**src/rtl/ipi_swi_pkg.sv**
```systemverilog
// Package: shared constants and helpers for the inter-hart software
// interrupt block. Assumes a 32-bit register port and a byte-addressed window.
package ipi_swi_pkg;

    localparam int unsigned WORD_W      = 32;
    localparam int unsigned WORD_BYTES  = WORD_W / 8;
    localparam int unsigned OFS_W       = $clog2(WORD_BYTES);
    localparam int unsigned MAX_HARTS   = 4095;

    // Decoded request as seen by the per-hart cells and the read path.
    typedef struct packed {
        logic wr_bit;   // bit 0 of the store data
        logic rd_req;   // accepted read request
        logic rd_hit;   // read targets an implemented register
    } ipi_req_t;

    // True when the low byte-offset bits select a whole word.
    function automatic logic word_aligned(input logic [OFS_W-1:0] ofs);
        return (ofs == '0);
    endfunction

endpackage

```
**src/rtl/ipi_swi_decode.sv**
```systemverilog
// Address decoder: splits the byte offset into a word index and produces
// one-hot write strobes plus a read hit flag. Assumes at most one request per
// cycle and that ADDR_W covers exactly the register window.
module ipi_swi_decode
    import ipi_swi_pkg::*;
#(
    parameter int unsigned NUM_HARTS = 4,
    parameter int unsigned ADDR_W    = 14,
    localparam int unsigned IDX_W    = ADDR_W - OFS_W
) (
    input  logic                 clk,
    input  logic                 rst_n,
    input  logic                 reg_sel,
    input  logic                 reg_wr,
    input  logic [ADDR_W-1:0]    reg_addr,
    input  logic [WORD_W-1:0]    reg_wdata,
    output logic [NUM_HARTS-1:0] wr_stb,
    output ipi_req_t             req,
    output logic [IDX_W-1:0]     rd_idx
);

    logic [IDX_W-1:0] word_idx;
    logic             in_range;
    logic             aligned;
    logic             hit;

    // Word index and legality of the current address.
    always_comb begin
        word_idx = reg_addr[ADDR_W-1:OFS_W];
        aligned  = word_aligned(reg_addr[OFS_W-1:0]);
        in_range = ({1'b0, word_idx} < (IDX_W+1)'(NUM_HARTS));
        hit      = aligned && in_range;
    end

    // Request summary handed to the cells and the read path.
    always_comb begin
        req.wr_bit = reg_wdata[0];
        req.rd_req = reg_sel && !reg_wr;
        req.rd_hit = reg_sel && !reg_wr && hit;
        rd_idx     = word_idx;
    end

    // One strobe per implemented hart register.
    for (genvar h = 0; h < NUM_HARTS; h++) begin : g_stb
        assign wr_stb[h] = reg_sel && reg_wr && hit && (word_idx == IDX_W'(h));
    end

    // a store never reaches more than one hart register.
    a_r10_single_target: assert property (@(posedge clk) disable iff (!rst_n)
        $onehot0(wr_stb));
    // a misaligned store never strobes a register.
    a_r8_misaligned_ignored: assert property (@(posedge clk) disable iff (!rst_n)
        (reg_sel && reg_addr[OFS_W-1:0] != '0) |-> (wr_stb == '0));

endmodule

```
**src/rtl/ipi_swi_cell.sv**
```systemverilog
// Per-hart interrupt cell. In machine flavour it holds a pending flop that
// stores set and clear; in supervisor flavour it emits a one-cycle set pulse
// and ignores clears. Assumes the strobe is already qualified by the decoder.
module ipi_swi_cell #(
    parameter bit SUPERVISOR_MODE = 1'b0
) (
    input  logic clk,
    input  logic rst_n,
    input  logic wr_stb,
    input  logic wr_bit,
    output logic irq
);

    logic irq_q;

    if (SUPERVISOR_MODE) begin : g_sup
        // Pulse for exactly the cycle after a setting store.
        always_ff @(posedge clk) begin
            if (!rst_n) irq_q <= 1'b0;
            else        irq_q <= wr_stb && wr_bit;
        end

        // a pulse never lasts two cycles without a fresh setting store.
        a_r5_single_pulse: assert property (@(posedge clk) disable iff (!rst_n)
            (irq_q && !(wr_stb && wr_bit)) |=> !irq_q);
        // a clearing store causes no pulse.
        a_r6_zero_ignored: assert property (@(posedge clk) disable iff (!rst_n)
            (wr_stb && !wr_bit) |=> !irq_q);
    end else begin : g_mach
        // Pending bit follows bit 0 of each store to this register.
        always_ff @(posedge clk) begin
            if (!rst_n)      irq_q <= 1'b0;
            else if (wr_stb) irq_q <= wr_bit;
        end

        // a clearing store drops the level.
        a_r3_clear: assert property (@(posedge clk) disable iff (!rst_n)
            (wr_stb && !wr_bit) |=> !irq_q);
        // without a store to this hart the level is unchanged.
        a_r10_untouched_stable: assert property (@(posedge clk) disable iff (!rst_n)
            !wr_stb |=> $stable(irq_q));
    end

    // a setting store raises the output on the next cycle.
    a_r2_set: assert property (@(posedge clk) disable iff (!rst_n)
        (wr_stb && wr_bit) |=> irq_q);

    assign irq = irq_q;

endmodule

```
**src/rtl/ipi_swi_readback.sv**
```systemverilog
// Read path: returns the addressed pending bit one cycle after a read
// request. Supervisor flavour returns zero. Assumes rd_idx is meaningful
// only when rd_hit is set.
module ipi_swi_readback
    import ipi_swi_pkg::*;
#(
    parameter int unsigned NUM_HARTS       = 4,
    parameter int unsigned IDX_W           = 12,
    parameter bit          SUPERVISOR_MODE = 1'b0
) (
    input  logic                 clk,
    input  logic                 rst_n,
    input  ipi_req_t             req,
    input  logic [IDX_W-1:0]     rd_idx,
    input  logic [NUM_HARTS-1:0] pend,
    output logic                 rvalid,
    output logic [WORD_W-1:0]    rdata
);

    logic              sel_bit;
    logic              rvalid_q;
    logic [WORD_W-1:0] rdata_q;

    // Pick the addressed pending bit; zero for misses and supervisor flavour.
    if (SUPERVISOR_MODE) begin : g_sup
        assign sel_bit = 1'b0;
    end else begin : g_mach
        always_comb begin
            sel_bit = 1'b0;
            for (int h = 0; h < NUM_HARTS; h++) begin
                if (req.rd_hit && rd_idx == IDX_W'(h)) sel_bit = pend[h];
            end
        end
    end

    // Register the response for one-cycle read latency.
    always_ff @(posedge clk) begin
        if (!rst_n) begin
            rvalid_q <= 1'b0;
            rdata_q  <= '0;
        end else begin
            rvalid_q <= req.rd_req;
            rdata_q  <= {{(WORD_W-1){1'b0}}, sel_bit};
        end
    end

    assign rvalid = rvalid_q;
    assign rdata  = rdata_q;

    // every read request is answered on the next cycle.
    a_r4_read_latency: assert property (@(posedge clk) disable iff (!rst_n)
        req.rd_req |=> rvalid);
    // a read that misses returns zero.
    a_r9_miss_reads_zero: assert property (@(posedge clk) disable iff (!rst_n)
        (req.rd_req && !req.rd_hit) |=> (rdata == '0));

endmodule

```
**src/rtl/ipi_swi_regs.sv**
```systemverilog
// Top: inter-hart software interrupt registers, one word per hart at a
// 4-byte stride. SUPERVISOR_MODE selects set/clear level outputs with read
// back (0) or set-only pulses with zero read back (1). Assumes
// NUM_HARTS <= 4095 and a window of WINDOW_BYTES, a power of two.
module ipi_swi_regs
    import ipi_swi_pkg::*;
#(
    parameter int unsigned NUM_HARTS       = 4,
    parameter int unsigned WINDOW_BYTES    = 16384,
    parameter bit          SUPERVISOR_MODE = 1'b0,
    localparam int unsigned ADDR_W         = $clog2(WINDOW_BYTES),
    localparam int unsigned IDX_W          = ADDR_W - OFS_W
) (
    input  logic                 clk,
    input  logic                 rst_n,
    input  logic                 reg_sel,
    input  logic                 reg_wr,
    input  logic [ADDR_W-1:0]    reg_addr,
    input  logic [WORD_W-1:0]    reg_wdata,
    output logic                 reg_rvalid,
    output logic [WORD_W-1:0]    reg_rdata,
    output logic [NUM_HARTS-1:0] swi_out
);

    logic [NUM_HARTS-1:0] wr_stb;
    logic [IDX_W-1:0]     rd_idx;
    ipi_req_t             req;

    ipi_swi_decode #(
        .NUM_HARTS (NUM_HARTS),
        .ADDR_W    (ADDR_W)
    ) u_decode (
        .clk       (clk),
        .rst_n     (rst_n),
        .reg_sel   (reg_sel),
        .reg_wr    (reg_wr),
        .reg_addr  (reg_addr),
        .reg_wdata (reg_wdata),
        .wr_stb    (wr_stb),
        .req       (req),
        .rd_idx    (rd_idx)
    );

    for (genvar h = 0; h < NUM_HARTS; h++) begin : g_hart
        ipi_swi_cell #(
            .SUPERVISOR_MODE (SUPERVISOR_MODE)
        ) u_cell (
            .clk    (clk),
            .rst_n  (rst_n),
            .wr_stb (wr_stb[h]),
            .wr_bit (req.wr_bit),
            .irq    (swi_out[h])
        );
    end

    ipi_swi_readback #(
        .NUM_HARTS       (NUM_HARTS),
        .IDX_W           (IDX_W),
        .SUPERVISOR_MODE (SUPERVISOR_MODE)
    ) u_readback (
        .clk    (clk),
        .rst_n  (rst_n),
        .req    (req),
        .rd_idx (rd_idx),
        .pend   (swi_out),
        .rvalid (reg_rvalid),
        .rdata  (reg_rdata)
    );

    // upper read bits are always zero on a response.
    a_r4_upper_zero: assert property (@(posedge clk) disable iff (!rst_n)
        reg_rvalid |-> (reg_rdata[WORD_W-1:1] == '0));
    // supervisor flavour responses are zero.
    a_r6_sup_read_zero: assert property (@(posedge clk) disable iff (!rst_n)
        (SUPERVISOR_MODE && reg_rvalid) |-> (reg_rdata == '0));

endmodule

```
**config.mk**
```make
export PLATFORM = sky130hd
export DESIGN_NAME = ipi_swi_regs
export DESIGN_NICKNAME = d
export VERILOG_FILES = /design/src/rtl/ipi_swi_pkg.sv /design/src/rtl/ipi_swi_decode.sv /design/src/rtl/ipi_swi_cell.sv /design/src/rtl/ipi_swi_readback.sv /design/src/rtl/ipi_swi_regs.sv
export SDC_FILE = /design/constraint.sdc
export NUM_CORES = 1
export LEC_CHECK = 0
export ABC_CLOCK_PERIOD_IN_PS = 1400
export BUFFER_PORTS_ARGS = -buffer_cell sky130_fd_sc_hd__buf_2
export CAP_MARGIN = 20
export CORE_MARGIN = 4
export CORE_UTILIZATION = 30
export DETAILED_ROUTE_END_ITERATION = 12
export PLACE_DENSITY = 0.87
export SLEW_MARGIN = 20
export SYNTH_ARGS = -nofsm -noshare
export SYNTH_HDL_FRONTEND = slang
export SYNTH_SLANG_ARGS = --single-unit
export TNS_END_PERCENT = 20
```
**constraint.sdc**
```tcl
create_clock -name clk -period 1.4 [get_ports clk]
set_clock_uncertainty 0.05 [all_clocks]
set_input_delay 0.07 -clock clk [delete_from_list [all_inputs] [get_ports clk]]
set_output_delay 0.07 -clock clk [all_outputs]
set_load 0.005 [all_outputs]
```
==> flow_summary.toml <==
[timing]
setup_viol = 0
postLayoutSetupSlackWorst_ns = 0.336
fin_crit_sh = 0.760
layout_min_cycle_time_ns = 1.06
final_max_slew_viol_count = 0
setup_repair_after_global_routing_missed_its_margin = "no"
hold_violations = 0
finalSetupTns_ns = 0
fmaxAchievable_mhz = 940

[critical_path]
cp_data_arrival_time_ns = 1.15
rr_startpoint = "g_hart[3].u_cell.irq"
r2r.worst_path.cells = 2
crit-reg2reg-capture = "u_readback.rdata[0]"
flop2flop_setup_slack_ns = 0.34
timing.critical_path.required_ns = 1.49
setup.worst_path.start_class = "flop"
critPathCapture = "u_readback.rdata[0]"
crit_start = "g_hart[3].u_cell.irq"
worst-setup-path-type = "flop to flop"
worstPathMaxFanout = 3
worst_setup_path_end_kind = "flop"

[synthesis]
post-synth-top-area-fraction = 0.431
synth_area_per_cell_um2 = 9.09
largest_cells_by_area_after_synthesis = "buf_4, dfxtp_1, nor4_4"
distinct_cell_type_count_after_synthesis = 14
syn_area_um2 = 609
post-synth-top-area-cell = "buf_4"
synth_sequential_area_ratio = 0.197
syn_inst = 67
flip_flop_and_latch_count_after_synthesis = 6
synthesis.yosys.warnings = 0

[die]
die-area_mm2 = 0.00282
core-area_mm2 = 0.00194
effective_utilization_at_floorplan = 0.314
die_width_um = 53.1
die_h_um = 53.1
pin_count = 87
std_cell_rows = 16

[cells_and_area]
post_route_cells_drive_above_1_share = 0.337
fin_nets = 141
area_delta_synth_final_pct = 4.31
insertedDiodeCount = 0
layout.cells.non_filler = 116
stdcell_area_um2 = 636

[route]
route.final.wire_length_um = 1170
drt-wirelength-per-cell_um = 10.1
initial_detailed_routing_violation_count = 2
detailedRoute.firstPassIterationCount = 4
drc = 0
ant_nets = 0
post_drt_via_cell_ratio = 3.76
routed-via-count = 436

[global_route]
grt_max_degree = 7
remaining_global_route_overflow = 0
use_met1 = 0.0660
wire_length_of_the_first_global_routing_pass_um = 1590
global_route.usage.total = 0.0814
global_route.usage.met3 = 0.0648
number_of_global_route_vias_before_repair = 366
antenna_found_initial = 0
grt-busiest-layer = "met2"
global_route.usage.met2 = 0.159

[power]
internal-power_uw = 298
pwr-share-comb = 0.191
static-leakage-power_uw = 0.000343
switchingPower_uw = 108
switching_share_of_power = 0.266
sequential_cell_fraction_of_total_power = 0.426
power_density_mw_per_mm2 = 638
worst_ir_drop_vdd_mv = 0.323
clock_power_share = 0.383

[clocking]
clkLatencyLatePin_ns = 0.24
path_clk_slew_ns = 0.04
cts_made_buffers = 3
cts.repair_timing.setup_buffer_count = 0
clock_tree.htree_level_count = 1
tritoncts_num_sinks = 6
tritoncts = "yes"
root_buffer = "clkbuf_4"
cts_hold_buffers = 0
cts.repair.resized = 0
clockBufferDepth = 2

[placement]
finalWeightedCongestion = 0.639
detailedPlacementHpwl_um = 1070
dp_cells = 113
placed_cell_area_um2 = 613
preCtsSetupSlack_ns = 0.338
portBuffers = 24

[job]
cap_viol_max_count = 0

[worst_hold_path]
timing.hold.worst.class = "input port to flop"

[run_status]
result_of_the_run = "completed"
## synth_stat cells
| cell type | number |
|---|---|
| nand4_1 | 5 |
| nand2_1 | 5 |
| mux2i_1 | 4 |
| nor4_1 | 2 |
| nor4b_1 | 2 |
| buf_4 | 35 |
| dfxtp_1 | 6 |
| and3b_1 | 1 |
| mux4_2 | 1 |
| and4bb_1 | 1 |
| nor4bb_1 | 1 |
| nor4_4 | 2 |
| nor2b_1 | 1 |
| conb_1 | 1 |
## flip-flops by register name, summed over array words and instances (netlist names)
register and cells:
g_hart.u_cell.irq 4, u_readback.rdata 1, u_readback.rvalid 1
## critical path, cell delays in order, from the launching register on
cell and delay, ns:
dfxtp_1 0.32, mux4_2 0.46, nor2b_1 0.14
## layer usage
| metal | share of wire | vias to the layer above |
|---|---|---|
| met4 | 0 | 0 |
| li1 | - | 213 |
| met1 | 0.27 | 195 |
| met3 | 0.15 | 0 |
| met5 | 0 | - |
| met2 | 0.58 | 28 |
## worst min path at each step
stage | startpoint | end | slack (ns) | depth (start not counted)
floorplan | rst_n | g_hart[3].u_cell.irq | 0.17 | 2
global placement | reg_sel | u_readback.rvalid | 0.32 | 2
CTS | reg_addr[0] | u_readback.rdata[0] | 0.07 | 4
finish | reg_addr[0] | u_readback.rdata[0] | 0.07 | 4
detailed placement | reg_addr[0] | u_readback.rdata[0] | 0.33 | 4
global route | reg_addr[7] | u_readback.rdata[0] | 0.07 | 4
## power groups by stage
stage / clock (uW) / combinational [uW] / sequential, uW
after global routing: 175 / 88.2 / 173
final: 155 / 77.5 / 173
after detailed placement: 0 / 75.5 / 176
after floorplan: 0 / 95.2 / 176
after CTS: 165 / 75.4 / 173
after global placement: 0 / 73.3 / 176
## layout make-up
class | count | area [um2]
timing repair buffer | 24 | 120
sequential | 6 | 120
multi-input combinational | 56 | 339
fill | 226 | 1310
clock buffer | 3 | 22.5
tap | 27 | 33.8
## through the flow
stage	util	total power, uW	hold WS [ns]
2_1_floorplan	-	271	0.169
3_3_place_gp	0.316	249	0.316
3_5_place_dp	0.316	251	0.326
4_1_cts	0.327	413	0.0655
5_1_grt	0.327	436	0.0736
6_report	0.327	406	0.0712
## cells in the final DEF, fill, tap and decap left out
| cell | netlist | layout |
|---|---|---|
| and3b_1 | 1 | 1 |
| and4bb_1 | 1 | 1 |
| buf_2 | 0 | 24 |
| clkbuf_4 | 0 | 3 |
| conb_1 | 1 | 31 |
| dfxtp_1 | 6 | 6 |
| mux2i_1 | 4 | 4 |
| mux4_2 | 1 | 1 |
| nand2_1 | 5 | 5 |
| nand4_1 | 5 | 5 |
| nor2b_1 | 1 | 1 |
| nor4_1 | 2 | 2 |
| nor4_4 | 2 | 2 |
| nor4b_1 | 2 | 2 |
| nor4bb_1 | 1 | 1 |
## cell families (layout without fill, tap and decap cells)
kind of cell           Yosys count  after routing  share of synthesized area
buffers and inverters           35             27                      0.431
other                            1             31                    0.00615
muxes                            5              5                      0.103
and+or+nand+nor                 20             20                      0.263
DFF                              6              6                      0.197
(Power assumes the default switching activity.)
